`config.mk`:
```
export PLATFORM = sky130hd
export DESIGN_NAME = rle_pixel_expander
export DESIGN_NICKNAME = d
export VERILOG_FILES = /design/src/rtl/rle_pkg.sv /design/src/rtl/rle_pair_parser.sv /design/src/rtl/rle_frame_tracker.sv /design/src/rtl/rle_run_emitter.sv /design/src/rtl/rle_pixel_expander.sv
export SDC_FILE = /design/constraint.sdc
export NUM_CORES = 1
export LEC_CHECK = 0
export BUFFER_PORTS_ARGS = -buffer_cell sky130_fd_sc_hd__buf_4
export CAP_MARGIN = 25
export CELL_PAD_IN_SITES_DETAIL_PLACEMENT = 1
export CELL_PAD_IN_SITES_GLOBAL_PLACEMENT = 2
export CORE_MARGIN = 2
export CORE_UTILIZATION = 38
export DETAILED_ROUTE_END_ITERATION = 8
export HOLD_SLACK_MARGIN = 0.02
export PLACE_DENSITY_LB_ADDON = 0.2
export SLEW_MARGIN = 20
export SYNTH_ARGS = -nofsm -noshare
export SYNTH_HDL_FRONTEND = slang
export SYNTH_SLANG_ARGS = --single-unit
```
`constraint.sdc`:
```
create_clock -name clk -period 3.6 [get_ports clk]
set_clock_uncertainty 0.1 [all_clocks]
set_input_delay 0.54 -clock clk [delete_from_list [all_inputs] [get_ports clk]]
set_output_delay 0.54 -clock clk [all_outputs]
set_load 0.005 [all_outputs]
```
`src/rtl/rle_pkg.sv`:
```
// Shared types for the run-length pixel expander.
// Assumes: nothing beyond the standard language.
package rle_pkg;
    // Which byte of a pair the parser expects next.
    typedef enum logic {
        EXPECT_VALUE = 1'b0,
        EXPECT_COUNT = 1'b1
    } pair_state_t;
endpackage

```
`src/rtl/rle_pair_parser.sv`:
```
// Splits the incoming byte stream into (value, count) pairs.
// Assumes: bytes arrive strictly as value-then-count. The parser holds
// off input (in_ready low) while the emitter is busy with a run. A count
// byte of zero is widened to 2**BYTE_W repetitions.
module rle_pair_parser
    import rle_pkg::*;
#(
    parameter int BYTE_W = 8,
    localparam int LEN_W = BYTE_W + 1
) (
    input  logic              clk,
    input  logic              rst_n,
    input  logic              in_valid,
    output logic              in_ready,
    input  logic [BYTE_W-1:0] in_data,
    input  logic              run_busy,
    output logic              pair_done,
    output logic [BYTE_W-1:0] pair_value,
    output logic [LEN_W-1:0]  pair_len
);
    pair_state_t state_q;
    logic [BYTE_W-1:0] value_q;
    logic accept;

    // Input is held off for as long as a run is being emitted.
    assign in_ready = !run_busy;
    assign accept   = in_valid && in_ready;

    // A pair is complete when its count byte is accepted.
    assign pair_done  = accept && (state_q == EXPECT_COUNT);
    assign pair_value = value_q;

    // Widen the count byte; zero stands for the largest run.
    always_comb begin
        if (in_data == '0)
            pair_len = LEN_W'(1) << BYTE_W;
        else
            pair_len = {1'b0, in_data};
    end

    // Track which byte of the pair comes next and latch the value byte.
    always_ff @(posedge clk) begin
        if (!rst_n) begin
            state_q <= EXPECT_VALUE;
            value_q <= '0;
        end else if (accept) begin
            if (state_q == EXPECT_VALUE) begin
                value_q <= in_data;
                state_q <= EXPECT_COUNT;
            end else begin
                state_q <= EXPECT_VALUE;
            end
        end
    end

    // a value byte is always followed by a count byte.
    a_r2_value_then_count: assert property (@(posedge clk) disable iff (!rst_n)
        (accept && state_q == EXPECT_VALUE) |=> (state_q == EXPECT_COUNT));
    // after a count byte the parser expects a value byte again.
    a_r2_count_then_value: assert property (@(posedge clk) disable iff (!rst_n)
        pair_done |=> (state_q == EXPECT_VALUE));
endmodule

```
`src/rtl/rle_frame_tracker.sv`:
```
// Counts the pixels handed downstream against the per-frame budget.
// Assumes: pix_fire pulses once for each pixel transferred. The emitter
// never fires once frame_done is high.
module rle_frame_tracker #(
    parameter int FRAME_W = 640,
    parameter int FRAME_H = 480,
    localparam int FRAME_PIX = FRAME_W * FRAME_H,
    localparam int CNT_W = $clog2(FRAME_PIX + 1)
) (
    input  logic clk,
    input  logic rst_n,
    input  logic pix_fire,
    output logic last_pixel,
    output logic frame_done
);
    logic [CNT_W-1:0] count_q;

    assign last_pixel = (count_q == CNT_W'(FRAME_PIX - 1));
    assign frame_done = (count_q == CNT_W'(FRAME_PIX));

    // Advance the pixel count on each transfer, saturating at the budget.
    always_ff @(posedge clk) begin
        if (!rst_n)
            count_q <= '0;
        else if (pix_fire && !frame_done)
            count_q <= count_q + 1'b1;
    end

    // the count never passes the budget.
    a_r7_count_bound: assert property (@(posedge clk) disable iff (!rst_n)
        count_q <= CNT_W'(FRAME_PIX));
    // once the frame is complete it stays complete.
    a_r7_done_sticky: assert property (@(posedge clk) disable iff (!rst_n)
        frame_done |=> frame_done);
endmodule

```
`src/rtl/rle_run_emitter.sv`:
```
// Repeats the current run's value on a valid/ready output.
// Assumes: load and pix fire never coincide, because loads only happen
// while idle. It stops at the frame budget and records overflow when
// pixels are discarded.
module rle_run_emitter #(
    parameter int BYTE_W = 8,
    localparam int LEN_W = BYTE_W + 1
) (
    input  logic              clk,
    input  logic              rst_n,
    input  logic              pair_done,
    input  logic [BYTE_W-1:0] pair_value,
    input  logic [LEN_W-1:0]  pair_len,
    input  logic              last_pixel,
    input  logic              frame_done,
    input  logic              out_ready,
    output logic              out_valid,
    output logic [BYTE_W-1:0] out_pixel,
    output logic              pix_fire,
    output logic              overflow
);
    logic              busy_q;
    logic [LEN_W-1:0]  left_q;
    logic [BYTE_W-1:0] pix_q;
    logic              ovf_q;
    logic              load;
    logic              drop;

    assign out_valid = busy_q;
    assign out_pixel = pix_q;
    assign overflow  = ovf_q;
    assign pix_fire  = busy_q && out_ready;
    assign load      = pair_done && !frame_done;
    assign drop      = pair_done && frame_done;

    // Load a new run, or count down one repetition per transfer.
    always_ff @(posedge clk) begin
        if (!rst_n) begin
            busy_q <= 1'b0;
            left_q <= '0;
            pix_q  <= '0;
        end else if (load) begin
            busy_q <= 1'b1;
            left_q <= pair_len;
            pix_q  <= pair_value;
        end else if (pix_fire) begin
            left_q <= left_q - 1'b1;
            if (left_q == LEN_W'(1) || last_pixel)
                busy_q <= 1'b0;
        end
    end

    // Record discarded pixels: whole pairs after the frame, or a cut run.
    always_ff @(posedge clk) begin
        if (!rst_n)
            ovf_q <= 1'b0;
        else if (drop || (pix_fire && last_pixel && left_q != LEN_W'(1)))
            ovf_q <= 1'b1;
    end

    // a stalled pixel stays presented and unchanged.
    a_r5_hold_pixel: assert property (@(posedge clk) disable iff (!rst_n)
        (out_valid && !out_ready) |=> (out_valid && $stable(out_pixel)));
    // the repetition count moves only on a transfer.
    a_r5_count_on_fire: assert property (@(posedge clk) disable iff (!rst_n)
        (busy_q && !out_ready) |=> $stable(left_q));
    // overflow is sticky.
    a_r9_overflow_sticky: assert property (@(posedge clk) disable iff (!rst_n)
        overflow |=> overflow);
endmodule

```
`src/rtl/rle_pixel_expander.sv`:
```
// Top level: run-length byte stream in, pixel stream out, one frame budget.
// Assumes: input bytes come as (value, count) pairs. The output feeds a
// FIFO that may deassert out_ready at any time. A reset starts a new frame.
module rle_pixel_expander #(
    parameter int BYTE_W  = 8,
    parameter int FRAME_W = 640,
    parameter int FRAME_H = 480,
    localparam int LEN_W = BYTE_W + 1
) (
    input  logic              clk,
    input  logic              rst_n,
    input  logic              in_valid,
    output logic              in_ready,
    input  logic [BYTE_W-1:0] in_data,
    output logic              out_valid,
    input  logic              out_ready,
    output logic [BYTE_W-1:0] out_pixel,
    output logic              frame_done,
    output logic              overflow
);
    logic              pair_done;
    logic [BYTE_W-1:0] pair_value;
    logic [LEN_W-1:0]  pair_len;
    logic              pix_fire;
    logic              last_pixel;

    rle_pair_parser #(.BYTE_W(BYTE_W)) u_parser (
        .clk        (clk),
        .rst_n      (rst_n),
        .in_valid   (in_valid),
        .in_ready   (in_ready),
        .in_data    (in_data),
        .run_busy   (out_valid),
        .pair_done  (pair_done),
        .pair_value (pair_value),
        .pair_len   (pair_len)
    );

    rle_run_emitter #(.BYTE_W(BYTE_W)) u_emitter (
        .clk        (clk),
        .rst_n      (rst_n),
        .pair_done  (pair_done),
        .pair_value (pair_value),
        .pair_len   (pair_len),
        .last_pixel (last_pixel),
        .frame_done (frame_done),
        .out_ready  (out_ready),
        .out_valid  (out_valid),
        .out_pixel  (out_pixel),
        .pix_fire   (pix_fire),
        .overflow   (overflow)
    );

    rle_frame_tracker #(.FRAME_W(FRAME_W), .FRAME_H(FRAME_H)) u_tracker (
        .clk        (clk),
        .rst_n      (rst_n),
        .pix_fire   (pix_fire),
        .last_pixel (last_pixel),
        .frame_done (frame_done)
    );

    // no byte is taken while a run is on the output.
    a_r6_stall_input: assert property (@(posedge clk) disable iff (!rst_n)
        out_valid |-> !in_ready);
    // nothing is emitted once the frame is complete.
    a_r8_silent_after_done: assert property (@(posedge clk) disable iff (!rst_n)
        frame_done |-> !out_valid);
    // the cycle after reset is idle and clean.
    a_r1_reset_state: assert property (@(posedge clk)
        !rst_n |=> (!out_valid && !frame_done && !overflow));
endmodule

```
# After elaboration in Yosys (flattened, before gate mapping)
# Cells that the tools add are included.
[totals]
elab_cells = 38
input_bits = 12
output_inout_bits = 12
reg_bits = 47
[classes]
reduce_logical = 17
n_eq_ne = 4
n_bitwise = 1
add_sub_neg = 2
muxes = 7
[ops]
columns = ["op", "n"]
rows = [
  ["19-bit equality test (second input constant)", 2],
  ["9-bit two-way mux", 3],
  ["19-bit by 1-bit adder with 19-bit output (second input constant)", 1],
  ["9-bit by 1-bit equality test with 1-bit output (second input constant)", 1],
  ["9-bit by 1-bit != test with 1-bit output (second input constant)", 1],
  ["9-bit by 1-bit subtractor with 9-bit output (second input constant)", 1],
  ["1-bit logical AND", 8],
  ["8-bit zero test", 1],
  ["1-bit two-way mux", 4],
  ["2-bit AND reduction", 2],
  ["2-bit nonzero test", 2],
  ["1-bit zero test", 2],
  ["1-bit logical OR", 2],
  ["1-bit NOT", 1],
]

# Logic depth before layout (Yosys ltp)
[logic_depth]
ltp_word = 6
mapped_depth = 7
ltp_nobuf = 6

# Modules after synthesis
# A second synthesis with hierarchy kept.
[hier_totals]
hier_cells = 275
hier_area_um2 = 2304.7
[modules_own_cells]
columns = ["module", "cells_each", "area_each_um2", "n_inst"]
rows = [
  ["rle_frame_tracker", 115, 1007.2, 1],
  ["rle_run_emitter", 108, 868.3, 1],
  ["rle_pair_parser", 52, 429.2, 1],
]

# Worst setup path after synthesis
# Ideal clock, no wire load.
[synth_path]
path_type = "register to output"
from = "register u_tracker.count_q[3]"
to = "output port frame_done"
stages_incl_launch_ff = 5
required_time_ns = 2.960
arrival_ns = 1.570
slack_ns = 1.390
path_cell_list = "dfxtp_1 -> or4_1 -> or4_1 -> buf_2 -> nor2_2"
[synth_between]
elab_chain_len = 1
[synth_rtl]
columns = ["element", "line", "source"]
rows = [
  ["from (decl)", "rle_frame_tracker.sv:16", "logic [CNT_W-1:0] count_q;"],
  ["from (signal assigned)", "rle_frame_tracker.sv:26", "count_q <= count_q + 1'b1;"],
  ["19-bit equality test", "rle_frame_tracker.sv:19", "assign frame_done = (count_q == CNT_W'(FRAME_PIX));"],
  ["to (decl)", "rle_pixel_expander.sv:18", "output logic frame_done,"],
]
# No other way between the ends.

# Final worst setup path
# Ends and elaborated chain as after synthesis.

==> metrics <==
status finished, final reports clean; Post-CTS Resized 0; fin crit share between 80% and 90%; Die H a little under 80 um; Initial Util 39.2%; CP Launch Type flip-flop; most frequent cells in the layout 47 x dfxtp_1, 36 x nor2_1, 24 x buf_4; Final Non-Filler Cells 337; LEAKAGE between 0.9 and 1 nW; Yosys cell types 40; layer with the highest usage met2; GRT Total Usage between 10% and 20%; Placed Instances 329; cts hold-fix bufs 0; Row Count 27; cts bufs inserted 5; met1 Track Usage GR 22.3%; endpoint type of the worst setup path primary output; worst slack, placed 0.882 ns; number of diodes 0; Slew Viols, Final 0; Hold Vio Cnt, Final 0; first-pass GRT wire length 8980 um; arrival time worst endpoint between 2 and 2.5 ns; Core ar. 5470 sq um; Max Cap Viol 0; die area approximately 6300 sq um; total gr overflow 0; sequential cell fraction of total power 52.0%; sequential element share of the synthesized area 43.9%; critical path fanouts, max 8; Port-buffer cells 23; Yosys warnings 0; drt total wl 5180 um; Hold Crit Class flip-flop to flip-flop; Clock Path Buffers 2; final core utilization 44.9%; post-CTS setup buffer count 0; async set-reset flop share out of synthesis 0%; Critical-path top delay cell or4_1; RePlAce Congestion 0.780; CTS Root Cell clkbuf_8; EDFF count, synth 0; H-tree lvl count 2; vias in the first global route approximately 1.8k; Num Clock Sinks 47; Setup violations, final 0; Mapped Area 2140 sq um; fmax 0.347 GHz; switching power 322 uW; min cycle time layout between 2 and 3 ns; area delta synth->final 14.6%; logic gate share of total power 18.0%; total chip power 1.15 mW; DR pass1 iterations 4; Worst-path clk slew 0.08 ns; initial antenna violation count 0; DR vias/cell 5.35; GR Layer Usage met2 31.8%; DRT iter0 DRCs 68; internal power 825 uW; Worst-Margin Slew 0.907 ns; Final WS setup 0.717 ns; die width between 70 and 80 um; worst-path cell chain or4_1 -> or4_1 -> nor2_2 -> buf_4; peak supply drop approximately 180 uV; Most common cell on crit path or4_1; I/O Pins 24; max incr delay on CP 0.60 ns; Yosys reg bits 47; worst rel slew slack between 30 and 40%; Mean Syn Cell Area 8.75 sq um; fin nets 280; WP data required 2.96 ns; unrepaired setup endpoints after global routing no; commonest non-fill, non-tap cell in the layout dfxtp_1; Mapped Cells 245; met3 usage roughly 4.3%; CTS tree done; Routed Antenna Nets 0; detailed-route via count 1804; Mapped Nets 261; Setup TNS 0 ns; Clk pwr share a little under a third; largest net degree at the start of global routing 32; dpl hpwl around 3800 um; DR DRC count 0; worst skew pair latency around 0.3 ns; Crit Path Class flip-flop to primary output; share of post-route cells with drive strength above 1 a little over an eighth; Primary FF master, synth dfxtp_1; Switching Fraction 28.1%; WL per Instance 15.4 um; Pwr Density 466 nW/um^2
==> routing by layer <==
layer	up-vias	part of all wire [%]
li1	903	-
met1	862	46
met2	29	48
met3	10	3.6
met4	0	2.2
met5	-	0
==> final cells by class <==
type / instances / area (sq um)
Inverter: 6 / 22.5
Multi-Input combinational cell: 180 / 1120
Sequential cell: 47 / 941
Fill cell: 678 / 3010
Tap cell: 72 / 90.1
Clock buffer: 8 / 100
Timing Repair Buffer: 24 / 180
==> path summary, 6_finish.rpt <==
path         cells after the start  slack, ns                endpoint                   start
max                              4       0.72              frame_done    u_tracker.count_q[3]
min                              2       0.36  u_emitter.out_pixel[6]  u_parser.pair_value[6]
max reg2reg                      5       0.86     u_emitter.left_q[4]    u_tracker.count_q[3]
min reg2reg                      2       0.36  u_emitter.out_pixel[6]  u_parser.pair_value[6]
==> worst max-delay path, delay by kind of cell (launching register included) <==
family	cells	cell delay, ns
buffers and inverters	1	0.17
DFF	1	0.36
and+or+nand+nor	3	1.41
==> cell families after synthesis <==
| group | share of synthesized area, % |
|---|---|
| mux | 4.20 |
| flops | 43.9 |
| xor+xnor | 9.39 |
| fa+ha+maj | 2.33 |
| buf+inv | 3.68 |
| compound gates | 11.8 |
| simple gates | 24.7 |
==> stage by stage <==
step	hold slack (ns)	cell area, sq um
after floorplan	0.335	2140
after global placement	0.345	2360
after detailed placement	0.353	2360
after CTS	0.365	2460
after global routing	0.399	2460
final	0.360	2460
==> power by group through the flow <==
stage	Combinational, mW	Sequential, mW	Clock (mW)
after CTS	0.209	0.596	0.362
after detailed placement	0.207	0.608	0
after global routing	0.233	0.604	0.381
after global placement	0.203	0.607	0
final	0.207	0.596	0.344
after floorplan	0.151	0.599	0
==> cells in the mapped netlist, types with 2 or more instances <==
library cell,number,area share (%)
a31oi_1,2,0.58
a211oi_1,4,1.4
buf_2,3,0.70
dfxtp_1,47,44
and2_1,2,0.58
nand3_1,18,4.2
nand4_1,9,2.6
o211ai_1,4,1.4
clkbuf_1,5,0.88
nor3_1,6,1.4
inv_1,5,0.88
buf_1,3,0.53
o21ai_0,11,2.6
nand2_1,18,3.2
ha_1,4,2.3
or4_1,2,0.70
and3_1,4,1.2
nor2_1,36,6.3
nor4_1,6,1.8
xor2_1,14,5.7
mux2i_1,9,4.2
o31a_1,2,0.82
o2111ai_1,4,1.6
nand4b_1,3,1.2
xnor2_1,9,3.7
==> state kept, by name, indices dropped and copies added (netlist names) <==
signal               flops
u_emitter.left_q         9
u_emitter.out_pixel      8
u_emitter.out_valid      1
u_emitter.overflow       1
u_parser.pair_value      8
u_parser.state_q         1
u_tracker.count_q       19
Power figures use the tool's default switching activity.
